===== config.mk =====
export PLATFORM = sky130hd
export DESIGN_NAME = rffe_slave_decoder
export DESIGN_NICKNAME = d
export VERILOG_FILES = /design/src/rtl/rffe_pkg.sv /design/src/rtl/rffe_dp.sv /design/src/rtl/rffe_ctl.sv /design/src/rtl/rffe_slave_decoder.sv
export SDC_FILE = /design/constraint.sdc
export NUM_CORES = 1
export LEC_CHECK = 0
export ABC_AREA = 1
export BUFFER_PORTS_ARGS = -buffer_cell sky130_fd_sc_hd__buf_2
export CORE_MARGIN = 8
export CORE_UTILIZATION = 48
export DETAILED_ROUTE_END_ITERATION = 8
export HOLD_SLACK_MARGIN = 0.06
export PLACE_DENSITY = 0.69
export SETUP_SLACK_MARGIN = 0.1
export SLEW_MARGIN = 20
export SYNTH_ARGS = -nofsm -noshare
export SYNTH_HDL_FRONTEND = slang
export SYNTH_SLANG_ARGS = --single-unit

===== constraint.sdc =====
create_clock -name clk -period 2.2 [get_ports clk]
set_clock_uncertainty 0.15 [all_clocks]
set_input_delay 0.44 -clock clk [delete_from_list [all_inputs] [get_ports clk]]
set_output_delay 0.44 -clock clk [all_outputs]
set_load 0.01 [all_outputs]

===== src/rtl/rffe_pkg.sv =====
package rffe_pkg;
  localparam int SID_W   = 4;
  localparam int CODE_W  = 3;
  localparam int FIELD_W = 5;
  localparam int BYTE_W  = 8;
  localparam int CMD_LEN = SID_W + CODE_W + FIELD_W + 1;
  localparam int DAT_LEN = BYTE_W + 1;
  localparam int CNT_W   = $clog2(CMD_LEN + 1);

  localparam logic [CODE_W-1:0] CODE_WR  = 3'b010;
  localparam logic [CODE_W-1:0] CODE_RD  = 3'b011;
  localparam logic [CODE_W-1:0] CODE_EXT = 3'b000;

  typedef enum logic [2:0] {
    ST_IDLE, ST_CMD, ST_WDAT, ST_EADR, ST_EDAT, ST_READ
  } stateT;

  // control -> datapath strobes
  typedef struct packed {
    logic clrFrame;
    logic shift;
    logic wr;
    logic loadAddr;
    logic loadAddrWide;
    logic incAddr;
    logic rd;
    logic txShift;
    logic txPark;
    logic txOff;
  } ctlStbT;

  // datapath -> control status
  typedef struct packed {
    logic fall;
    logic rise;
    logic ssc;
    logic parOk;
    logic sidOwn;
    logic sidBc;
    logic fieldInBc;
    logic addrInBc;
    logic [CODE_W-1:0] code;
    logic [FIELD_W-1:0] field;
  } dpStatT;
endpackage


===== src/rtl/rffe_dp.sv =====
module rffe_dp
  import rffe_pkg::*;
#(
  parameter logic [SID_W-1:0]  DEFAULT_SID = 4'b0111,
  parameter logic [SID_W-1:0]  BCAST_SID   = 4'b0000,
  parameter logic [BYTE_W-1:0] BC_LO       = 8'd28,
  parameter logic [BYTE_W-1:0] BC_HI       = 8'd31,
  parameter logic [BYTE_W-1:0] SID_ADDR    = 8'd31
) (
  input  logic              clk,
  input  logic              rstN,
  input  logic              sclkIn,
  input  logic              sdataIn,
  input  ctlStbT            stb,
  output dpStatT            stat,
  output logic              sdataOut,
  output logic              sdataOe,
  output logic              regWrEn,
  output logic [BYTE_W-1:0] regWrAddr,
  output logic [BYTE_W-1:0] regWrData,
  output logic              regRdEn,
  output logic [BYTE_W-1:0] regRdAddr,
  input  logic [BYTE_W-1:0] regRdData
);
  localparam int PAD_W = BYTE_W - FIELD_W;

  logic sclkQ, sclkP, dataQ, dataP, armed;
  logic clkLow, dataRise, sscNow;
  logic [CMD_LEN-1:0] shReg;
  logic [SID_W-1:0]   usid;
  logic [BYTE_W-1:0]  curAddr, byteVal, fieldWide;
  logic [DAT_LEN-1:0] txReg;

  // input sampling and edge detection
  always_ff @(posedge clk or negedge rstN) begin
    if (!rstN) begin
      sclkQ <= 1'b0; sclkP <= 1'b0; dataQ <= 1'b0; dataP <= 1'b0; armed <= 1'b0;
    end else begin
      sclkQ <= sclkIn; sclkP <= sclkQ;
      dataQ <= sdataIn; dataP <= dataQ;
      if (!clkLow)       armed <= 1'b0;
      else if (dataRise) armed <= 1'b1;
      else if (sscNow)   armed <= 1'b0;
    end
  end

  assign clkLow   = ~sclkQ & ~sclkP;
  assign dataRise = clkLow & ~dataP & dataQ;
  assign sscNow   = clkLow & armed & dataP & ~dataQ;

  // frame shift register; cleared upper bits keep the parity reduction exact
  always_ff @(posedge clk or negedge rstN) begin
    if (!rstN)             shReg <= '0;
    else if (stb.clrFrame) shReg <= '0;
    else if (stb.shift)    shReg <= {shReg[CMD_LEN-2:0], dataQ};
  end

  assign byteVal   = shReg[BYTE_W:1];
  assign fieldWide = {{PAD_W{1'b0}}, stat.field};

  // address pointer, slave ID, register port
  always_ff @(posedge clk or negedge rstN) begin
    if (!rstN) begin
      curAddr <= '0; usid <= DEFAULT_SID;
      regWrEn <= 1'b0; regWrAddr <= '0; regWrData <= '0;
      regRdEn <= 1'b0; regRdAddr <= '0;
    end else begin
      if (stb.loadAddr)          curAddr <= fieldWide;
      else if (stb.loadAddrWide) curAddr <= byteVal;
      else if (stb.incAddr)      curAddr <= curAddr + 1'b1;
      regWrEn <= stb.wr;
      if (stb.wr) begin
        regWrAddr <= curAddr;
        regWrData <= byteVal;
        if (curAddr == SID_ADDR) usid <= byteVal[SID_W-1:0];
      end
      regRdEn <= stb.rd;
      if (stb.rd) regRdAddr <= fieldWide;
    end
  end

  // read return path
  always_ff @(posedge clk or negedge rstN) begin
    if (!rstN) begin
      txReg <= '0; sdataOut <= 1'b0; sdataOe <= 1'b0;
    end else begin
      if (regRdEn)          txReg <= {regRdData, ~^regRdData};
      else if (stb.txShift) txReg <= {txReg[DAT_LEN-2:0], 1'b0};
      if (stb.txOff) begin
        sdataOe <= 1'b0; sdataOut <= 1'b0;
      end else if (stb.txShift) begin
        sdataOe <= 1'b1; sdataOut <= txReg[DAT_LEN-1];
      end else if (stb.txPark) begin
        sdataOe <= 1'b1; sdataOut <= 1'b0;
      end
    end
  end

  always_comb begin
    stat.fall      = sclkP & ~sclkQ;
    stat.rise      = ~sclkP & sclkQ;
    stat.ssc       = sscNow;
    stat.parOk     = ^shReg;
    stat.sidOwn    = (shReg[CMD_LEN-1 -: SID_W] == usid);
    stat.sidBc     = (shReg[CMD_LEN-1 -: SID_W] == BCAST_SID);
    stat.code      = shReg[FIELD_W+1 +: CODE_W];
    stat.field     = shReg[FIELD_W:1];
    stat.fieldInBc = (fieldWide >= BC_LO) && (fieldWide <= BC_HI);
    stat.addrInBc  = (curAddr >= BC_LO) && (curAddr <= BC_HI);
  end

  assert_wr_pulse_R4: assert property (@(posedge clk) disable iff (!rstN)
    regWrEn |=> !regWrEn);

  assert_park_low_R7: assert property (@(posedge clk) disable iff (!rstN)
    ($fell(sdataOe) && !$past(sscNow)) |-> ($past(sdataOut) == 1'b0));

  assert_oe_quiet_R7: assert property (@(posedge clk) disable iff (!rstN)
    sdataOe |-> !regWrEn);

  assert_sid_update_R9: assert property (@(posedge clk) disable iff (!rstN)
    !$stable(usid) |-> (regWrEn && regWrAddr == SID_ADDR));
endmodule


===== src/rtl/rffe_ctl.sv =====
module rffe_ctl
  import rffe_pkg::*;
(
  input  logic   clk,
  input  logic   rstN,
  input  dpStatT stat,
  output ctlStbT stb
);
  localparam logic [CNT_W-1:0] LAST_CMD = CNT_W'(CMD_LEN - 1);
  localparam logic [CNT_W-1:0] LAST_DAT = CNT_W'(DAT_LEN - 1);
  localparam logic [CNT_W-1:0] RD_FIRST = CNT_W'(1);
  localparam logic [CNT_W-1:0] RD_LAST  = CNT_W'(DAT_LEN);
  localparam logic [CNT_W-1:0] RD_PARK  = CNT_W'(DAT_LEN + 1);
  localparam logic [CNT_W-1:0] RD_DONE  = CNT_W'(DAT_LEN + 2);

  stateT state, nxt;
  logic [CNT_W-1:0] bitCnt, rdCnt, lastBit;
  logic evalPend, bcSeq, nxtBc, collecting;
  logic [3:0] byteLeft, nxtLeft;

  assign collecting = (state == ST_CMD) || (state == ST_WDAT) ||
                      (state == ST_EADR) || (state == ST_EDAT);
  assign lastBit = (state == ST_CMD) ? LAST_CMD : LAST_DAT;

  always_comb begin
    stb = '0; nxt = state; nxtLeft = byteLeft; nxtBc = bcSeq;
    if (stat.ssc) begin
      stb.clrFrame = 1'b1; stb.txOff = 1'b1; nxt = ST_CMD;
    end else if (evalPend) begin
      stb.clrFrame = 1'b1; nxt = ST_IDLE;
      case (state)
        ST_CMD: if (stat.parOk) begin
          if (stat.code == CODE_WR && (stat.sidOwn || (stat.sidBc && stat.fieldInBc))) begin
            nxt = ST_WDAT; stb.loadAddr = 1'b1;
          end else if (stat.code == CODE_RD && stat.sidOwn && !stat.sidBc) begin
            nxt = ST_READ; stb.rd = 1'b1;
          end else if (stat.code == CODE_EXT && !stat.field[FIELD_W-1] &&
                       (stat.sidOwn || stat.sidBc)) begin
            nxt = ST_EADR; nxtLeft = stat.field[3:0]; nxtBc = !stat.sidOwn;
          end
        end
        ST_WDAT: stb.wr = stat.parOk;
        ST_EADR: if (stat.parOk) begin
          stb.loadAddrWide = 1'b1; nxt = ST_EDAT;
        end
        ST_EDAT: begin
          stb.incAddr = 1'b1;
          stb.wr = stat.parOk && (!bcSeq || stat.addrInBc);
          if (byteLeft != 4'd0) begin
            nxt = ST_EDAT; nxtLeft = byteLeft - 4'd1;
          end
        end
        default: ;
      endcase
    end else if (collecting && stat.fall) begin
      stb.shift = 1'b1;
    end else if (state == ST_READ) begin
      if (stat.rise) begin
        if (rdCnt >= RD_FIRST && rdCnt <= RD_LAST) stb.txShift = 1'b1;
        else if (rdCnt == RD_PARK) stb.txPark = 1'b1;
      end
      if (stat.fall && rdCnt == RD_DONE) begin
        stb.txOff = 1'b1; nxt = ST_IDLE;
      end
    end
  end

  always_ff @(posedge clk or negedge rstN) begin
    if (!rstN) begin
      state <= ST_IDLE; bitCnt <= '0; rdCnt <= '0;
      evalPend <= 1'b0; byteLeft <= '0; bcSeq <= 1'b0;
    end else begin
      state <= nxt; byteLeft <= nxtLeft; bcSeq <= nxtBc;
      if (stat.ssc || evalPend) begin
        bitCnt <= '0; rdCnt <= '0; evalPend <= 1'b0;
      end else if (collecting && stat.fall) begin
        bitCnt <= bitCnt + 1'b1;
        if (bitCnt == lastBit) evalPend <= 1'b1;
      end else if (state == ST_READ && stat.rise) begin
        rdCnt <= rdCnt + 1'b1;
      end
    end
  end

  assert_bad_cmd_drop_R3: assert property (@(posedge clk) disable iff (!rstN)
    (evalPend && state == ST_CMD && !stat.parOk && !stat.ssc) |=> (state == ST_IDLE));

  assert_rd_no_wr_R7: assert property (@(posedge clk) disable iff (!rstN)
    (state == ST_READ) |-> !stb.wr);

  assert_ssc_restart_R1: assert property (@(posedge clk) disable iff (!rstN)
    stat.ssc |=> (state == ST_CMD && bitCnt == '0));
endmodule


===== src/rtl/rffe_slave_decoder.sv =====
module rffe_slave_decoder
  import rffe_pkg::*;
#(
  parameter logic [3:0] DEFAULT_SID = 4'b0111,
  parameter logic [3:0] BCAST_SID   = 4'b0000,
  parameter logic [7:0] BC_LO       = 8'd28,
  parameter logic [7:0] BC_HI       = 8'd31,
  parameter logic [7:0] SID_ADDR    = 8'd31
) (
  input  logic       clk,
  input  logic       rstN,
  input  logic       sclkIn,
  input  logic       sdataIn,
  output logic       sdataOut,
  output logic       sdataOe,
  output logic       regWrEn,
  output logic [7:0] regWrAddr,
  output logic [7:0] regWrData,
  output logic       regRdEn,
  output logic [7:0] regRdAddr,
  input  logic [7:0] regRdData
);
  ctlStbT stb;
  dpStatT stat;

  rffe_ctl u_ctl (
    .clk(clk), .rstN(rstN), .stat(stat), .stb(stb)
  );

  rffe_dp #(
    .DEFAULT_SID(DEFAULT_SID), .BCAST_SID(BCAST_SID),
    .BC_LO(BC_LO), .BC_HI(BC_HI), .SID_ADDR(SID_ADDR)
  ) u_dp (
    .clk(clk), .rstN(rstN), .sclkIn(sclkIn), .sdataIn(sdataIn),
    .stb(stb), .stat(stat),
    .sdataOut(sdataOut), .sdataOe(sdataOe),
    .regWrEn(regWrEn), .regWrAddr(regWrAddr), .regWrData(regWrData),
    .regRdEn(regRdEn), .regRdAddr(regRdAddr), .regRdData(regRdData)
  );
endmodule


==> results of run 1 <==
[critical path, stage by stage, from the launching register on]
cell	delay (ns)
dfrtp_1	0.41
ha_4	0.29
inv_2	0.04
nand2_2	0.06
nand3_2	0.07
nand2_1	0.08
nand2_1	0.06
nand2_2	0.09
inv_2	0.06
nand2_4	0.07
nand2_4	0.06
nor2_4	0.16
nand2_8	0.13
buf_12	0.19
nand2_1	0.07
o21ai_2	0.05
[worst min path at each step]
stage,startpoint,endpoint,depth (start not counted)
CTS,u_dp.sclkQ$_DFF_PN0_,u_dp.sclkP$_DFF_PN0_,0
global placement,u_dp.sclkQ$_DFF_PN0_,u_dp.sclkP$_DFF_PN0_,0
detailed placement,u_dp.sclkQ$_DFF_PN0_,u_dp.sclkP$_DFF_PN0_,0
global route,u_dp.sclkQ$_DFF_PN0_,u_dp.sclkP$_DFF_PN0_,0
finish,u_dp.sclkQ$_DFF_PN0_,u_dp.sclkP$_DFF_PN0_,0
floorplan,rstN,u_ctl.bcSeq$_DFFE_PN0P_,0
[state kept, by name, summed over array words and instances, names as in the netlist, 4 cells and up]
register	cells
u_dp.shReg	13
u_dp.txReg	9
u_dp.curAddr	8
u_dp.regWrAddr	8
u_dp.regWrData	8
u_dp.regRdAddr	5
u_ctl.bitCnt	4
u_ctl.byteLeft	4
u_ctl.rdCnt	4
u_dp.usid	4
[kinds of logic after synthesis]
| logic type | after synthesis | share of synthesized area |
|---|---|---|
| other cells | 1 | 0.000837 |
| buf+inv | 85 | 0.0835 |
| flops | 81 | 0.453 |
| xor+xnor | 22 | 0.0430 |
| fa+ha+maj | 14 | 0.0391 |
| simple gates | 223 | 0.238 |
| compound gates | 96 | 0.142 |
[cell usage in the layout (no fill, tap or decap), types with 4 or more instances in the layout]
master / n
dfrtp_1: 77
buf_2: 35
o21ai_2: 31
nand3_1: 21
o22ai_1: 14
a21oi_1: 8
ha_1: 11
o21ai_0: 30
nand2_4: 16
xor2_1: 14
inv_1: 51
nand2_2: 22
nor2_4: 5
inv_2: 19
nand2_1: 103
nand3_2: 4
xnor2_1: 7
o21ai_1: 6
nand3_4: 5
nand4_1: 5
clkbuf_8: 10
buf_4: 20
nor2_1: 29
[metal layers]
metal,vias up,routed length [microns],share of wire
met3,15,488,0.049
met5,-,0,0
met4,0,179,0.018
met2,72,4800,0.48
li1,1823,-,-
met1,1739,4550,0.45
[Yosys cell counts, drive strengths merged]
| master | n | share of area |
|---|---|---|
| clkinv | 1 | 0.0020 |
| ha | 14 | 0.039 |
| conb | 1 | 0.00084 |
| o2111ai | 1 | 0.0020 |
| a31oi | 2 | 0.0028 |
| nand4 | 6 | 0.012 |
| inv | 70 | 0.059 |
| nor2 | 35 | 0.035 |
| o31ai | 1 | 0.0017 |
| buf | 9 | 0.019 |
| xnor2 | 8 | 0.016 |
| nand3b | 2 | 0.0034 |
| a21oi | 8 | 0.0089 |
| xor2 | 14 | 0.027 |
| o22ai | 15 | 0.022 |
| nand2 | 142 | 0.13 |
| nand3 | 29 | 0.040 |
| and3 | 1 | 0.0014 |
| dfrtp | 78 | 0.44 |
| nor4 | 1 | 0.0014 |
| o21ai | 67 | 0.10 |
| dfstp | 3 | 0.018 |
| clkbuf | 5 | 0.0042 |
| a211oi | 1 | 0.0017 |
| o211ai | 1 | 0.0017 |
| nor3 | 7 | 0.015 |
[area by class of cell]
type	instances	area, sq um
fillers	773	3630
well taps	111	139
flip-flops and latches	81	2030
multi-input cells	360	2360
repair buffers	66	509
clock buffers	12	145
clock inverters	3	65.1
inverters	71	274
[what timing repair did]
| item | CTS | global route |
|---|---|---|
| resized for setup | 17 | 52 |
| setup endpoints to repair | 29 | 41 |
| pin swaps | 5 | 18 |
| hold endpoints to repair | 33 | 0 |
| cloned | 3 | 2 |
| hold buffers | 3 | 0 |
| buffers inserted | 2 | 6 |
[where the power goes]
group | leakage (nW) | total (mW) | switching [mW] | internal (mW)
clock network | 0.106 | 1.18 | 0.521 | 0.664
logic | 1.50 | 0.627 | 0.408 | 0.219
registers | 1.06 | 1.59 | 0.0547 | 1.54
total | 2.67 | 3.41 | 0.984 | 2.42
[metrics by stage]
stage | setup slack (ns) | utilization | hold slack, ns
CTS | 0.0935 | 0.574 | 0.265
detailed placement | 0.00318 | 0.530 | 0.247
floorplan | 0.114 | - | -0.00559
global route | -0.0732 | 0.604 | 0.287
finish | 0.0499 | 0.604 | 0.260
global placement | 0.0388 | 0.530 | 0.244
==> results.py, run 1 <==
metrics = {
    "status": {
        "status": "finished clean",
    },
    "routing": {
        "dr.first_iter.drc_count": 209,
        "viasPerCell": 5.18,
        "wl_per_cell_microns": 14.2,
        "num_vias": 3649,
        "ant_nets": 0,
        "drt_first_pass_iters": 4,
        "drcViolationCount": 0,
        "wirelength_microns": 10000,
    },
    "floorplanning": {
        "initial_core_util": 0.489,
        "fp-row-count": 35,
        "die_y_microns": 113,
        "core_area_sq_um": 9150,
        "die_area_sq_um": 12700,
        "fp.dieW_microns": 113,
        "pin_count": 40,
    },
    "place": {
        "port_buffers": 36,
        "dp_cells": 673,
        "place_hpwl_microns": 6700,
        "placed_area_sq_um": 4850,
        "place_congestion": 0.833,
    },
    "clock_tree": {
        "cts_root_buf": "clkbuf_8",
        "cts_buffer_depth": 2,
        "cts_made_buffers": 9,
        "clk-insertion-delay-late_ns": 0.36,
        "cts_tree": "yes",
        "cts-htree-levels": 3,
        "clkTransAtPathRegs_ns": 0.08,
        "clock-sinks": 81,
    },
    "power": {
        "power_density_nw_per_um2": 616,
        "total_power_mw": 3.41,
        "worst_ir_drop_vdd_mv": 0.380,
        "total_leakage_power_nw": 2.67,
    },
    "critical_path": {
        "crit_end": "u_dp.regWrData[2]$_DFFE_PN0P_",
        "worstPathRequired_ns": 2.29,
        "crit_start": "u_dp.shReg[2]$_DFFE_PN0P_",
        "r2r_cells": 15,
        "endpoint_kind": "flip-flop",
        "path_class": "reg2reg",
        "cp-start-kind": "flip-flop",
        "reg2reg_to": "u_dp.regWrData[2]$_DFFE_PN0P_",
        "worstPathArrival_ns": 2.24,
        "path_max_fanout": 8,
        "r2r_start": "u_dp.shReg[2]$_DFFE_PN0P_",
        "r2r_slack_ns": 0.05,
    },
    "global_route": {
        "use_met2": 0.261,
        "grt_pass1_wl_microns": 16600,
        "grt_overflow": 0,
        "grt_antenna_before_repair": 0,
        "use_met1": 0.203,
        "track_usage": 0.162,
        "use_met3": 0.0413,
        "grt_pass1_vias": 3534,
        "top_usage_layer": "met2",
        "grt_max_degree": 49,
    },
    "cells_and_area": {
        "nets": 615,
        "finalNonFillerCells": 704,
        "areaGrowthSynthToFinish_pct": 23.4,
        "drive_gt1_frac": 0.332,
        "diodes": 0,
        "final_cell_area_sq_um": 5530,
    },
    "synth": {
        "synthDistinctLibCells": 41,
        "synth_area_sq_um": 4480,
        "synth-seq-area-share": 0.453,
        "ys_ff_latch": 81,
        "yosysWarnings": 0,
        "postSynthCellCount": 522,
        "synth.avg_cell_area_sq_um": 8.58,
    },
    "sta": {
        "period_minus_slack_ns": 2.15,
        "hold_violations": 0,
        "setup_viol": 0,
        "slew_violations": 0,
        "finalCritPeriodShare": 0.977,
        "worst_pin_slew_ns": 0.644,
        "slew_headroom": 0.567,
        "tns_ns": 0,
        "fmax_ghz": 0.465,
        "rsz0062_at_grt": "true",
    },
    "worst_hold_path": {
        "worstHoldPathType": "reg2reg",
    },
    "flow_run": {
        "cap_violations": 0,
    },
}
(Power assumes the default switching activity.)
==> run 2: changes to the inputs <==
- ABC_AREA: 1 -> 0
==> results.py, run 2 <==
metrics = {
    "routing": {
        "ant_nets": 0,
        "viasPerCell": 5.42,
        "drcViolationCount": 0,
        "wirelength_microns": 10600,
        "wl_per_cell_microns": 17.2,
        "drt_first_pass_iters": 4,
        "dr.first_iter.drc_count": 172,
        "num_vias": 3342,
    },
    "cells_and_area": {
        "nets": 530,
        "diodes": 0,
        "register_area_sq_um": 2030,
        "layout_common_cells": "dfrtp_1 (76), buf_4 (75), buf_2 (35), nand2_1 (30), nor2_1 (30)",
        "final_common_cell": "dfrtp_1",
        "final_cell_area_sq_um": 5870,
        "drive_gt1_frac": 0.450,
        "n_fill_cell": 616,
        "largest_reg_flops": 13,
        "multiInputGateArea_sq_um": 2430,
        "regMostFlops": "u_dp.shReg",
        "top_regs": "u_dp.shReg: 13 flops, u_dp.txReg: 9 flops",
        "finalNonFillerCells": 617,
        "areaGrowthSynthToFinish_pct": 39.4,
    },
    "clock_tree": {
        "cts_buffer_depth": 2,
        "clk-insertion-delay-late_ns": 0.36,
        "cts_tree": "yes",
        "cts_root_buf": "clkbuf_8",
        "cts-htree-levels": 3,
        "clock-sinks": 81,
        "cts_made_buffers": 9,
        "clkTransAtPathRegs_ns": 0.08,
    },
    "sta": {
        "tns_ns": -7.78,
        "finalCritPeriodShare": 1.13,
        "fmax_ghz": 0.403,
        "setup_ws_ns": -0.284,
        "setup_viol": 41,
        "slew_headroom": 0.540,
        "worst_pin_slew_ns": 0.686,
        "slew_violations": 0,
        "period_minus_slack_ns": 2.48,
        "rsz0062_at_grt": "true",
        "hold_violations": 0,
    },
    "floorplanning": {
        "fp-row-count": 34,
        "die_y_microns": 110,
        "initial_core_util": 0.488,
        "pin_count": 40,
        "core_area_sq_um": 8640,
        "die_area_sq_um": 12000,
        "fp.dieW_microns": 110,
    },
    "critical_path": {
        "path_class": "reg2reg",
        "cp-start-kind": "flip-flop",
        "worstPathRequired_ns": 2.29,
        "endpoint_kind": "flip-flop",
        "path_max_fanout": 5,
        "worstPathArrival_ns": 2.58,
    },
    "worst_hold_path": {
        "worstHoldPathType": "in2reg",
    },
    "power": {
        "total_leakage_power_nw": 2.76,
        "power_density_nw_per_um2": 577,
        "worst_ir_drop_vdd_mv": 0.341,
    },
    "global_route": {
        "grt_pass1_vias": 3416,
        "grt_max_degree": 46,
        "grt_antenna_before_repair": 0,
        "track_usage": 0.175,
        "grt_overflow": 0,
        "grt_pass1_wl_microns": 16600,
    },
    "place": {
        "pre_cts_ws_ns": -0.408,
        "port_buffers": 36,
        "dp_cells": 573,
        "placed_area_sq_um": 5050,
        "place_congestion": 0.828,
        "place_hpwl_microns": 6810,
    },
    "synth": {
        "synth_edf_count": 0,
        "synth_common_cells": "dfrtp_1 (78), nand2_1 (31), nor2_1 (30)",
        "synthTopCellsByArea": "dfrtp_1 (46%), mux2_2 (6.9%), mux2i_1 (5.2%)",
        "synth.avg_cell_area_sq_um": 11.0,
        "ys_ff_latch": 81,
        "synthDistinctLibCells": 59,
        "yosysWarnings": 0,
        "synth-seq-area-share": 0.482,
        "synth.most_common_cell": "dfrtp_1",
        "synthArstFlopShare": 1.00,
        "synth_area_sq_um": 4210,
        "synth_ff_type": "dfrtp_1",
        "yosysTopAreaCell": "dfrtp_1",
        "postSynthCellCount": 382,
        "synth_top_cell_area_share": 0.463,
    },
    "status": {
        "status": "complete, but fails checks",
        "violations": "setup timing",
    },
    "flow_run": {
        "cap_violations": 0,
    },
}
-- run 2: cell count changes after synthesis, sizes merged, moves of 11 or more --
cell,change
mux2,+32
mux2i,+22
o21ai,-49
xnor2,+17
nand3,-26
nand2,-111
inv,-53
o22ai,-11
-- run 2: through the flow --
stage | util | total power [mW] | hold WS [ns]
2_1_floorplan | - | 1.94 | -0.00559
3_3_place_gp | 0.585 | 2.18 | 0.186
3_5_place_dp | 0.585 | 2.19 | 0.190
4_1_cts | 0.651 | 3.25 | 0.163
5_1_grt | 0.680 | 3.54 | 0.162
6_report | 0.680 | 3.39 | 0.177
-- run 2: worst max-delay path: stages, from the launching register on --
cell,delay [ns]
dfrtp_1,0.39
xnor2_1,0.19
xnor3_2,0.49
xnor2_2,0.17
or4b_4,0.54
buf_6,0.16
mux2_4,0.29
-- run 2: cell type report --
type | count | share of cell area
clock inverter | 5 | 0.00511
multi-input combinational | 266 | 0.413
clock buffer | 11 | 0.0258
timing repair buffer | 129 | 0.176
inverter | 17 | 0.0109
tap | 108 | 0.0230
sequential | 81 | 0.346
-- run 2: kinds of logic (layout without fill, tap and decap cells) --
| kind of cell | Yosys count | after routing | synth area share |
|---|---|---|---|
| other | 1 | 3 | 0.000890 |
| xor gates and xnor gates | 34 | 34 | 0.0760 |
| AOI/OAI and AO/OA | 50 | 50 | 0.0790 |
| and+or+nand+nor | 110 | 110 | 0.136 |
| DFF | 81 | 81 | 0.482 |
| muxes | 54 | 54 | 0.142 |
| buffers and inverters | 37 | 162 | 0.0398 |
| adders and majority gates | 15 | 15 | 0.0439 |
-- run 2: metal layers --
layer	vias up	track usage	part of all wire
li1	1567	-	-
met2	69	0.292	0.51
met5	-	0	0
met1	1676	0.222	0.42
met3	30	0.0352	0.035
met4	0	0.0617	0.030
-- run 2: what timing repair did --
action,4_1_cts,5_1_grt
hold endpoints to repair,20,0
resized for setup,44,32
setup endpoints to repair,52,52
hold buffers,3,0
pin swaps,14,10
setup buffers,13,10
cloned,1,2
-- run 2: worst paths after layout --
kind | from | end | slack [ns] | depth (start not counted)
hold / removal | regRdData[0] | u_dp.txReg[1]$_DFFE_PN0P_ | 0.18 | 3
setup / recovery | u_dp.shReg[0]$_DFFE_PN0P_ | u_dp.regRdAddr[1]$_DFFE_PN0P_ | -0.28 | 6
hold reg to reg | u_dp.dataQ$_DFF_PN0_ | u_dp.dataP$_DFF_PN0_ | 0.36 | 1
max in group asynchronous | rstN | u_dp.usid[1]$_DFFE_PN1P_ | 0.96 | 3
min in group asynchronous | rstN | u_dp.txReg[8]$_DFFE_PN0P_ | 0.35 | 2
setup reg to reg | u_dp.shReg[0]$_DFFE_PN0P_ | u_dp.regRdAddr[1]$_DFFE_PN0P_ | -0.28 | 6
-- run 2: where the power goes --
part | internal (mW) | switching, mW
Sequential | 1.54 | 0.0473
Combinational | 0.401 | 0.397
Clock | 0.466 | 0.541
==> run 3: changes to the inputs <==
- PLACE_DENSITY: 0.69 -> 0.77
==> results.py, run 3 (synthesis gave the netlist of run 2 again) <==
metrics = {
    "critical_path": {
        "worstPathRequired_ns": 2.28,
        "endpoint_kind": "flip-flop",
        "r2r_slack_ns": -0.30,
        "path_class": "reg2reg",
        "cp-start-kind": "flip-flop",
        "path_max_fanout": 5,
        "worstPathArrival_ns": 2.59,
    },
    "clock_tree": {
        "cts-htree-levels": 3,
        "cts_root_buf": "clkbuf_8",
        "clk-insertion-delay-late_ns": 0.35,
        "clkTransAtPathRegs_ns": 0.08,
        "cts_made_buffers": 9,
        "cts_tree": "yes",
        "clock-sinks": 81,
        "cts_buffer_depth": 2,
    },
    "cells_and_area": {
        "finalNonFillerCells": 605,
        "areaGrowthSynthToFinish_pct": 34.3,
        "largest_reg_flops": 13,
        "final_common_cell": "dfrtp_1",
        "drive_gt1_frac": 0.412,
        "top_regs": "u_dp.shReg: 13 flops, u_dp.txReg: 9 flops",
        "diodes": 0,
        "nets": 518,
        "final_core_util": 0.655,
        "regMostFlops": "u_dp.shReg",
        "layout_common_cells": "dfrtp_1 (78), buf_4 (68), buf_2 (35), nand2_1 (30), nor2_1 (30)",
    },
    "sta": {
        "slew_violations": 0,
        "period_minus_slack_ns": 2.50,
        "hold_violations": 0,
        "rsz0062_at_grt": "true",
        "finalCritPeriodShare": 1.14,
        "tns_ns": -7.57,
        "slew_headroom": 0.498,
        "setup_viol": 40,
        "setup_ws_ns": -0.301,
        "worst_pin_slew_ns": 0.748,
        "fmax_ghz": 0.400,
    },
    "global_route": {
        "grt_overflow": 0,
        "grt_pass1_vias": 3549,
        "grt_antenna_before_repair": 0,
        "grt_max_degree": 36,
        "track_usage": 0.179,
        "grt_pass1_wl_microns": 17000,
    },
    "power": {
        "pwr-share-comb": 0.212,
        "p_seq_frac": 0.471,
        "worst_ir_drop_vdd_mv": 0.438,
        "p_sw_uw": 949,
        "total_leakage_power_nw": 2.69,
        "power_density_nw_per_um2": 593,
        "p_int_mw": 2.41,
        "total_power_mw": 3.36,
        "p_sw_frac": 0.283,
        "power.share.clock": 0.316,
    },
    "routing": {
        "drt_first_pass_iters": 4,
        "ant_nets": 0,
        "drcViolationCount": 0,
        "viasPerCell": 5.50,
        "num_vias": 3325,
        "dr.first_iter.drc_count": 226,
        "wl_per_cell_microns": 17.4,
        "wirelength_microns": 10500,
    },
    "status": {
        "status": "complete, but fails checks",
        "violations": "setup timing",
    },
    "floorplanning": {
        "fp-row-count": 34,
        "pin_count": 40,
        "core_area_sq_um": 8640,
        "fp.dieW_microns": 110,
        "die_y_microns": 110,
        "die_area_sq_um": 12000,
        "initial_core_util": 0.488,
    },
    "flow_run": {
        "cap_violations": 0,
    },
    "place": {
        "place_hpwl_microns": 6930,
        "port_buffers": 36,
        "pre_cts_ws_ns": -0.454,
        "dp_cells": 575,
        "place_congestion": 0.830,
    },
    "worst_hold_path": {
        "worstHoldPathType": "in2reg",
    },
}
run 3: final timing paths:
path	to	cells past startpoint	startpoint
max	u_dp.regRdAddr[4]$_DFFE_PN0P_	8	u_dp.shReg[2]$_DFFE_PN0P_
min	u_dp.txReg[3]$_DFFE_PN0P_	3	regRdData[2]
max reg2reg	u_dp.regRdAddr[4]$_DFFE_PN0P_	8	u_dp.shReg[2]$_DFFE_PN0P_
min reg2reg	u_dp.dataP$_DFF_PN0_	0	u_dp.dataQ$_DFF_PN0_
max in group asynchronous	u_ctl.byteLeft[0]$_DFFE_PN0P_	3	rstN
min in group asynchronous	u_dp.sdataOe$_DFFE_PN0P_	2	rstN
run 3: metrics by stage:
stage / hold WS [ns] / instance area (sq um)
after detailed placement: 0.273 / 5060
after global routing: 0.179 / 5660
after floorplan: -0.00559 / 4330
after global placement: 0.269 / 5060
after CTS: 0.162 / 5550
final: 0.181 / 5660
run 3: critical path, stage by stage (launching register included):
cell,delay (ns)
dfrtp_1,0.42
ha_4,0.28
xnor2_4,0.14
xnor2_1,0.13
buf_4,0.15
xnor2_2,0.13
or4b_4,0.54
buf_6,0.16
mux2_4,0.29
run 3: per-layer routing:
metal	vias to the layer above	routed length [microns]	global-route usage
met1	1679	4400	0.213
met5	-	0	0
li1	1539	-	-
met4	0	238	0.0791
met3	19	435	0.0369
met2	88	5470	0.307
run 3: repair_timing:
action                                  4_1_cts  5_1_grt
endpoints found under the hold margin        32        0
cloned                                        1        0
endpoints found under the setup margin       52       53
gates resized for setup                      36       25
hold buffers                                  3        0
pin swaps                                    11        8
buffers inserted                              6        6
run 3: power by group through the flow:
stage	Sequential (mW)	Clock (mW)	Combinational [mW]
6_report	1.58	1.06	0.713
5_1_grt	1.59	1.15	0.760
4_1_cts	1.58	1.08	0.641
3_5_place_dp	1.61	0	0.576
3_3_place_gp	1.60	0	0.562
2_1_floorplan	1.61	0	0.330
run 3: final cells by class:
cell class | instances | area [sq um]
fillers | 597 | 2980
clock buffers | 11 | 131
well taps | 108 | 135
flip-flops and latches | 81 | 2030
inverters | 17 | 63.8
clock inverters | 5 | 56.3
repair buffers | 117 | 888
multi-input cells | 266 | 2350
